**src/rtl/div_pkg.sv**
```systemverilog
package div_pkg;

  typedef enum logic [0:0] {
    DIV_IDLE = 1'b0,
    DIV_RUN  = 1'b1
  } div_state_e;

  // number of subtract/restore steps for an n-bit operand
  function automatic int unsigned div_steps(input int unsigned n);
    return n + 1;
  endfunction

endpackage

```
**src/rtl/div_step.sv**
```systemverilog
module div_step #(
  parameter int W = 16
) (
  input  logic [W-1:0] rem_cur,
  input  logic [W-1:0] dvs_cur,
  output logic [W-1:0] rem_nxt,
  output logic         q_bit
);
  // one extra bit so the borrow shows up as a clean sign
  logic [W:0]   diff_ext;
  logic         is_neg;
  logic [W-1:0] restored;

  always_comb begin
    diff_ext = {1'b0, rem_cur} - {1'b0, dvs_cur};
    is_neg   = diff_ext[W];
    restored = diff_ext[W-1:0] + dvs_cur;
    rem_nxt  = is_neg ? restored : diff_ext[W-1:0];
    q_bit    = ~is_neg;
  end

endmodule

```
**src/rtl/div_ctrl.sv**
```systemverilog
module div_ctrl
  import div_pkg::*;
#(
  parameter int N = 8
) (
  input  logic clk,
  input  logic rst_n,
  input  logic start,
  output logic load,
  output logic step,
  output logic busy,
  output logic done
);
  localparam int STEPS = div_steps(N);
  localparam int CNT_W = $clog2(STEPS + 1);
  localparam logic [CNT_W-1:0] LAST = CNT_W'(STEPS - 1);

  div_state_e       state;
  logic [CNT_W-1:0] iter;

  assign load = (state == DIV_IDLE) && start;
  assign step = (state == DIV_RUN);
  assign busy = (state == DIV_RUN);

  always_ff @(posedge clk or negedge rst_n) begin
    if (!rst_n) begin
      state <= DIV_IDLE;
      iter  <= '0;
      done  <= 1'b0;
    end else begin
      done <= 1'b0;
      unique case (state)
        DIV_IDLE: begin
          if (start) begin
            state <= DIV_RUN;
            iter  <= '0;
          end
        end
        DIV_RUN: begin
          iter <= iter + 1'b1;
          if (iter == LAST) begin
            state <= DIV_IDLE;
            done  <= 1'b1;
          end
        end
        default: state <= DIV_IDLE;
      endcase
    end
  end

endmodule

```
**src/rtl/div_datapath.sv**
```systemverilog
module div_datapath #(
  parameter int N = 8
) (
  input  logic         clk,
  input  logic         rst_n,
  input  logic         load,
  input  logic         step,
  input  logic [N-1:0] dividend,
  input  logic [N-1:0] divisor,
  output logic [N-1:0] quotient,
  output logic [N-1:0] remainder
);
  localparam int W = 2 * N;

  logic [W-1:0] rem_q;
  logic [W-1:0] dvs_q;
  logic [N-1:0] quo_q;
  logic [W-1:0] rem_d;
  logic         qbit;

  div_step #(.W(W)) u_step (
    .rem_cur (rem_q),
    .dvs_cur (dvs_q),
    .rem_nxt (rem_d),
    .q_bit   (qbit)
  );

  always_ff @(posedge clk or negedge rst_n) begin
    if (!rst_n) begin
      rem_q <= '0;
      dvs_q <= '0;
      quo_q <= '0;
    end else if (load) begin
      rem_q <= {{N{1'b0}}, dividend};
      dvs_q <= {divisor, {N{1'b0}}};
      quo_q <= '0;
    end else if (step) begin
      rem_q <= rem_d;
      quo_q <= {quo_q[N-2:0], qbit};
      dvs_q <= dvs_q >> 1;
    end
  end

  assign quotient  = quo_q;
  assign remainder = rem_q[N-1:0];

endmodule

```
**src/rtl/restoring_divider.sv**
```systemverilog
module restoring_divider #(
  parameter int N = 8
) (
  input  logic         clk,
  input  logic         rst_n,
  input  logic         start,
  input  logic [N-1:0] dividend,
  input  logic [N-1:0] divisor,
  output logic         busy,
  output logic         done,
  output logic [N-1:0] quotient,
  output logic [N-1:0] remainder
);
  logic load;
  logic step;

  div_ctrl #(.N(N)) u_ctrl (
    .clk   (clk),
    .rst_n (rst_n),
    .start (start),
    .load  (load),
    .step  (step),
    .busy  (busy),
    .done  (done)
  );

  div_datapath #(.N(N)) u_dp (
    .clk       (clk),
    .rst_n     (rst_n),
    .load      (load),
    .step      (step),
    .dividend  (dividend),
    .divisor   (divisor),
    .quotient  (quotient),
    .remainder (remainder)
  );

endmodule

```
**config.mk**
```make
export PLATFORM = sky130hd
export DESIGN_NAME = restoring_divider
export DESIGN_NICKNAME = d
export VERILOG_FILES = /design/src/rtl/div_pkg.sv /design/src/rtl/div_step.sv /design/src/rtl/div_ctrl.sv /design/src/rtl/div_datapath.sv /design/src/rtl/restoring_divider.sv
export SDC_FILE = /design/constraint.sdc
export NUM_CORES = 1
export LEC_CHECK = 0
export ABC_AREA = 1
export BUFFER_PORTS_ARGS = -buffer_cell sky130_fd_sc_hd__buf_2
export CAP_MARGIN = 20
export CORE_ASPECT_RATIO = 0.5
export CORE_MARGIN = 2
export CORE_UTILIZATION = 25
export CTS_BUF_LIST = sky130_fd_sc_hd__clkbuf_8
export CTS_CLUSTER_DIAMETER = 200
export DETAILED_ROUTE_END_ITERATION = 8
export GPL_ROUTABILITY_DRIVEN = 0
export PLACE_DENSITY = 0.46
export SYNTH_ARGS = -nofsm -noshare
export SYNTH_HDL_FRONTEND = slang
export SYNTH_HIERARCHICAL = 1
export SYNTH_SLANG_ARGS = --single-unit
export TNS_END_PERCENT = 50
```
**constraint.sdc**
```tcl
create_clock -name clk -period 3.5 [get_ports clk]
set_clock_uncertainty 0.2 [all_clocks]
set_input_delay 0.7 -clock clk [delete_from_list [all_inputs] [get_ports clk]]
set_output_delay 0.7 -clock clk [all_outputs]
set_load 0.01 [all_outputs]
```
==> impl_metrics.json, run 1 <==
{
  "rr_worst_depth": 23,
  "reg2reg_from": "u_dp/rem_q[0]$_DFFE_PN0P_",
  "cp.arrival_ps": 3360,
  "startpoint_type": "flop",
  "synth-adder-area-share": 0.114,
  "synth-simple-area-share": 0.384,
  "placed_cells": 879,
  "cap_viol_max_count": 0,
  "numCtsBuffers": 5,
  "initial_core_util": 0.255,
  "clk_latency_ps": 330,
  "synth.cell_area_mm2": 0.00418,
  "fin_ws_ps": 193,
  "syn_to_final_growth_pct": 18.8,
  "clockBufferDepth": 2,
  "row_count": 33,
  "cts_root_buf": "clkbuf_8",
  "ant_nets": 0,
  "hold_violations": 0,
  "core_region_area_mm2": 0.0164,
  "drt_iter0_drc": 307,
  "syn-num-nets": 676,
  "period_share": 0.945,
  "drive_gt1_frac": 0.214,
  "vias": 4005,
  "grt_pass1_vias": 3765,
  "drcViolationCount": 0,
  "dp_hpwl_um": 9370,
  "htreeDepth": 2,
  "muxShareOfSynthArea": 0,
  "crit_fanout": 7,
  "clk_pin_slew_ps": 100,
  "synth-compound-area-share": 0.0761,
  "io_buffers": 36,
  "cts_tree": "yes",
  "yosysSeqAreaShare": 0.276,
  "die_area_mm2": 0.0178,
  "hp-class": "in -> async",
  "die_x_um": 187,
  "syn_area_per_cell_um2": 6.74,
  "grt_max_degree": 44,
  "outcome": "complete, no violations",
  "crit_path_end_kind": "flop",
  "antenna_found_initial": 0,
  "synthXorXnorAreaFrac": 0.0294,
  "r2r_end": "u_dp/rem_q[15]$_DFFE_PN0P_",
  "yosysWarnings": 6,
  "n_fill_cell": 1846,
  "ioPinCount": 37,
  "relSlewSlack": 0.514,
  "gr-usage-all-layers": 0.145,
  "reg2reg_slack_ps": 190,
  "synth_top_family_by_area": "simple AND/OR/NAND/NOR gates",
  "die-height_um": 95.4,
  "most-common-layout-cells": "208 x nand2_1, 77 x inv_1, 75 x nand3_1",
  "insertedDiodeCount": 0,
  "hold_ws_ps": 213,
  "cp.required_ps": 3560,
  "setup_viol": 0,
  "finalNonFillerCells": 890,
  "cts.sinks": 46,
  "slew_viol_final": 0,
  "fin_crit_ps": 3310,
  "layout_commonest_cell": "nand2_1",
  "fin_tns_setup_ps": 0,
  "tightest_slew_ps": 727,
  "grt_pass1_wl_um": 20200,
  "fmax_mhz": 302,
  "vias_per_cell": 4.50,
  "synth.distinct_cells": 38,
  "grt-ovfl-total": 0,
  "first_pass_iters": 5,
  "rsz0062_at_grt": "yes",
  "crit_type": "reg -> reg",
  "wirelength_um": 12500,
  "pre_cts_ws_ps": 12.6,
  "synthCells": 620,
  "ys_seq_elements": 46,
  "wl_per_cell_um": 14.0,
  "nets": 718
}
## cell usage after synthesis (all sizes together)
| cell type | instances | area, um^2 |
|---|---|---|
| dfrtp | 46 | 1150 |
| clkinv | 2 | 7.51 |
| fa | 2 | 40.0 |
| xnor2 | 6 | 52.6 |
| a31oi | 1 | 6.26 |
| o21ai | 23 | 123 |
| xor2 | 8 | 70.1 |
| o31ai | 1 | 12.5 |
| nand3 | 82 | 425 |
| nand4 | 5 | 31.3 |
| nor2 | 32 | 146 |
| ha | 35 | 438 |
| or2 | 1 | 6.26 |
| buf | 23 | 188 |
| nand3b | 8 | 60.1 |
| and2 | 4 | 25.0 |
| nand2 | 226 | 871 |
| a21oi | 24 | 146 |
| o21bai | 3 | 22.5 |
| nor3 | 3 | 26.3 |
| clkbuf | 1 | 3.75 |
| and3 | 2 | 12.5 |
| a21o | 1 | 7.51 |
| inv | 81 | 304 |
## cell families (layout without fill, tap and decap cells)
| logic type | Yosys count | after routing |
|---|---|---|
| AOI/OAI and AO/OA | 53 | 53 |
| buffers and inverters | 107 | 150 |
| and+or+nand+nor | 363 | 363 |
| DFF | 46 | 46 |
| adders and majority gates | 37 | 37 |
| xor gates and xnor gates | 14 | 14 |
## critical path: stages, from the launching register on
cell	delay (ps)
dfrtp_1	380
inv_1	70
ha_2	210
fa_2	400
inv_2	80
nand3_2	60
nand2_2	100
nand2_2	70
nand2_4	100
nand3_2	80
nand2_1	70
nand2_1	60
and2_4	160
ha_4	300
nand2_1	110
nor3_2	210
nand2_2	100
nand2_2	90
nand2_1	50
nand3_1	70
nand2_1	50
nand2_1	60
nand3_1	70
nand2_1	100
## layout make-up
type	instances	area, um^2	area share
flip-flops and latches	46	1150	0.232
clock inverters	3	25.0	0.00504
clock buffers	5	68.8	0.0139
multi-input cells	467	2770	0.558
repair buffers	59	353	0.0711
inverters	83	312	0.0628
well taps	227	284	0.0572
## routing by layer
layer / global-route usage / vias to the layer above / routed length, um
met5: 0 / - / 0
met4: 0.0265 / 0 / 79
met3: 0.0166 / 7 / 339
met2: 0.217 / 53 / 5050
met1: 0.223 / 1900 / 6990
li1: - / 2045 / -
## state kept, by name, indices dropped and copies added, names as in the netlist
name,cells
u_dp/rem_q,16
u_ctrl/done,1
u_ctrl/iter,4
u_ctrl/busy,1
u_dp/quotient,8
u_dp/dvs_q,16
## how the worst max path moves through the flow
stage                                         start                    endpoint  slack, ps  cells past startpoint
after floorplan           u_dp/rem_q[0]$_DFFE_PN0P_  u_dp/rem_q[15]$_DFFE_PN0P_        270                     25
after global placement    u_dp/rem_q[0]$_DFFE_PN0P_  u_dp/rem_q[13]$_DFFE_PN0P_         20                     21
after detailed placement  u_dp/rem_q[0]$_DFFE_PN0P_  u_dp/rem_q[15]$_DFFE_PN0P_         10                     23
after CTS                 u_dp/rem_q[0]$_DFFE_PN0P_  u_dp/rem_q[15]$_DFFE_PN0P_         10                     23
after global routing      u_dp/rem_q[0]$_DFFE_PN0P_  u_dp/rem_q[15]$_DFFE_PN0P_        -30                     24
final                     u_dp/rem_q[0]$_DFFE_PN0P_  u_dp/rem_q[15]$_DFFE_PN0P_        190                     23
## what timing repair did
| action | CTS | global route |
|---|---|---|
| gates resized for setup | 2 | 53 |
| cloned | 0 | 0 |
| pin swaps | 0 | 8 |
| endpoints found under the setup margin | 2 | 9 |
| hold buffers | 0 | 0 |
| buffers inserted | 0 | 3 |
## per-stage QoR
stage                      util  cell area (um^2)
after floorplan               -              4180
after global placement    0.281              4600
after detailed placement  0.281              4600
after CTS                 0.288              4700
after global routing      0.304              4960
final                     0.304              4960
Power of run 1 is left out: the tool's default activity adds up to more than one toggle a clock period on the data nets, which glitch-free logic cannot reach.
==> run 2: changes to the inputs <==
--- a/config.mk
+++ b/config.mk
@@ -7,3 +7,3 @@
 export LEC_CHECK = 0
-export ABC_AREA = 1
+export ABC_AREA = 0
 export BUFFER_PORTS_ARGS = -buffer_cell sky130_fd_sc_hd__buf_2
==> constraint.sdc (replaced) <==
create_clock -name clk -period 3.5 [get_ports clk]
set_clock_uncertainty 0.2 [all_clocks]
set_input_delay 0 -clock clk [delete_from_list [all_inputs] [get_ports clk]]
set_output_delay 0 -clock clk [all_outputs]
set_load 0.01 [all_outputs]
==> run 2 against run 1 <==
Compared with the run above: the run now ends with setup timing left; die area decreased by 11%; sequential cell count is the same; fmax decreased by 14%; global-route usage down 3.0 points; cell area rose by 2.1%; count of clock-buffer cells in the layout did not move; first-iteration DRC count fell by 72%; critical path type unchanged.
==> impl_metrics.json, run 2 <==
{
  "grt_pass1_wl_um": 15000,
  "grt_pass1_vias": 3163,
  "cts_root_buf": "clkbuf_8",
  "placed_cells": 678,
  "insertedDiodeCount": 0,
  "synthArstFlopShare": 1.00,
  "hold_violations": 0,
  "multi_input_area_mm2": 0.00251,
  "synth.distinct_cells": 51,
  "outcome": "complete, but fails checks",
  "die_x_um": 176,
  "grt-ovfl-total": 0,
  "clk_latency_ps": 320,
  "antenna_found_initial": 0,
  "crit_path_end_kind": "flop",
  "period_share": 1.09,
  "drt_iter0_drc": 87,
  "drcViolationCount": 0,
  "setup.worst_path.start": "u_dp/dvs_q[0]$_DFFE_PN0P_",
  "first_pass_iters": 5,
  "yosys-top-cells-count": "46 x dfrtp_1, 40 x mux2i_1, 38 x nand2_1, 38 x nor2_1, 35 x ha_1",
  "rsz0062_at_grt": "yes",
  "layout_commonest_cell": "buf_4",
  "postPlaceCellArea_mm2": 0.00446,
  "fmax_mhz": 261,
  "cp.required_ps": 3490,
  "die_area_mm2": 0.0158,
  "yosysSeqAreaShare": 0.313,
  "most-common-layout-cells": "74 x buf_4, 45 x dfrtp_1, 39 x mux2i_1",
  "synthCells": 398,
  "die-height_um": 89.8,
  "fin_area_mm2": 0.00507,
  "cts.sinks": 46,
  "syn-num-nets": 454,
  "vias_per_cell": 4.27,
  "netlist_top_cells_area": "dfrtp_1 31%, ha_1 12%, mux2i_1 11%, o21ai_1 4.3%, nand2_1 3.9%",
  "finalNonFillerCells": 713,
  "yosysTopAreaCell": "dfrtp_1",
  "setup_viol": 7,
  "relSlewSlack": 0.538,
  "io_buffers": 36,
  "syn_area_per_cell_um2": 9.25,
  "startpoint_type": "flop",
  "wirelength_um": 8830,
  "crit_fanout": 3,
  "crit_type": "reg -> reg",
  "yosys_most_used_dff": "dfrtp_1",
  "ioPinCount": 37,
  "cp.arrival_ps": 3820,
  "row_count": 31,
  "yosysMostFrequentCell": "dfrtp_1",
  "violations": "setup timing",
  "nets": 570,
  "tightest_slew_ps": 694,
  "ant_nets": 0,
  "fin_util": 0.351,
  "numCtsBuffers": 5,
  "yosysWarnings": 6,
  "initial_core_util": 0.255,
  "fin_crit_ps": 3830,
  "cap_viol_max_count": 0,
  "slew_viol_final": 0,
  "dp_hpwl_um": 6410,
  "n_fill_cell": 1512,
  "gr-usage-all-layers": 0.115,
  "reg2reg_from": "u_dp/dvs_q[0]$_DFFE_PN0P_",
  "htreeDepth": 2,
  "cts_tree": "yes",
  "fin_ws_ps": -327,
  "hp-class": "in -> async",
  "core_region_area_mm2": 0.0144,
  "grt_max_degree": 57,
  "syn_to_final_growth_pct": 37.6,
  "wl_per_cell_um": 12.4,
  "synth_edf_count": 0,
  "synth.cell_area_mm2": 0.00368,
  "vias": 3048,
  "yosysTopAreaCellShare": 0.313,
  "ys_seq_elements": 46,
  "clk_pin_slew_ps": 110,
  "drive_gt1_frac": 0.342,
  "clockBufferDepth": 2,
  "register_area_mm2": 0.00115
}
run 2: kinds of logic after synthesis:
logic type | after synthesis | share of synthesized area
multiplexers | 44 | 0.122
XOR/XNOR | 30 | 0.0714
adder cells (fa/ha/maj) | 37 | 0.130
buffers and inverters | 49 | 0.0812
flip-flops | 46 | 0.313
AO/OA/AOI/OAI | 94 | 0.166
AND/OR/NAND/NOR | 98 | 0.117
run 2: repair_timing:
action / in CTS / in global routing
gates cloned: 0 / 0
setup endpoints to repair: 9 / 9
gates resized for setup: 15 / 31
setup buffers: 4 / 5
hold buffers: 18 / 0
endpoints found under the hold margin: 67 / 0
pin swaps: 6 / 21
run 2: layer usage:
layer,up-vias,part of all wire,GRT usage
li1,1587,-,-
met1,1448,0.51,0.156
met2,11,0.47,0.194
met4,0,0.0046,0.0234
met3,2,0.014,0.0190
met5,-,0,0
run 2: critical path, cell delays in order, from the launching register on:
cell and delay, ps:
dfrtp_1 420, ha_4 180, fa_2 350, nor2b_2 140
o31a_1 260, buf_4 160, a21oi_4 40, ha_4 310
nand2_1 90, o31ai_2 270, buf_4 170, o31ai_4 60
o311a_4 370, a31oi_2 180, xnor2_1 160, nor2_2 50
xnor2_1 120, mux2i_1 130, nor2_1 50
run 2: metrics by stage:
step | hold WS (ps) | worst slack, ps | TNS, ps
3_3_place_gp | -41.2 | -305 | -1790
3_5_place_dp | -45.0 | -325 | -1980
4_1_cts | 139 | -319 | -1750
2_1_floorplan | -496 | -164 | -266
6_report | 107 | -327 | -1680
5_1_grt | 199 | -535 | -3220
run 2: path summary, 6_finish.rpt:
path	end	slack, ps	cells past startpoint
max	u_dp/rem_q[15]$_DFFE_PN0P_	-330	18
min	u_dp/rem_q[5]$_DFFE_PN0P_	110	3
max reg2reg	u_dp/rem_q[15]$_DFFE_PN0P_	-330	18
min reg2reg	u_dp/quotient[7]$_DFFE_PN0P_	330	2
max in group asynchronous	u_ctrl/busy$_DFF_PN0_	2530	3
min in group clk	u_dp/rem_q[6]$_DFFE_PN0P_	220	4
run 2: final cells by class:
class                   instances  area share
clock buffers                   5      0.0136
multi-input cells             303       0.495
repair buffers                132       0.191
inverters                      26      0.0193
clock inverters                 3     0.00494
well taps                     198      0.0489
flip-flops and latches         46       0.227
Power of run 2 is left out for the same reason.
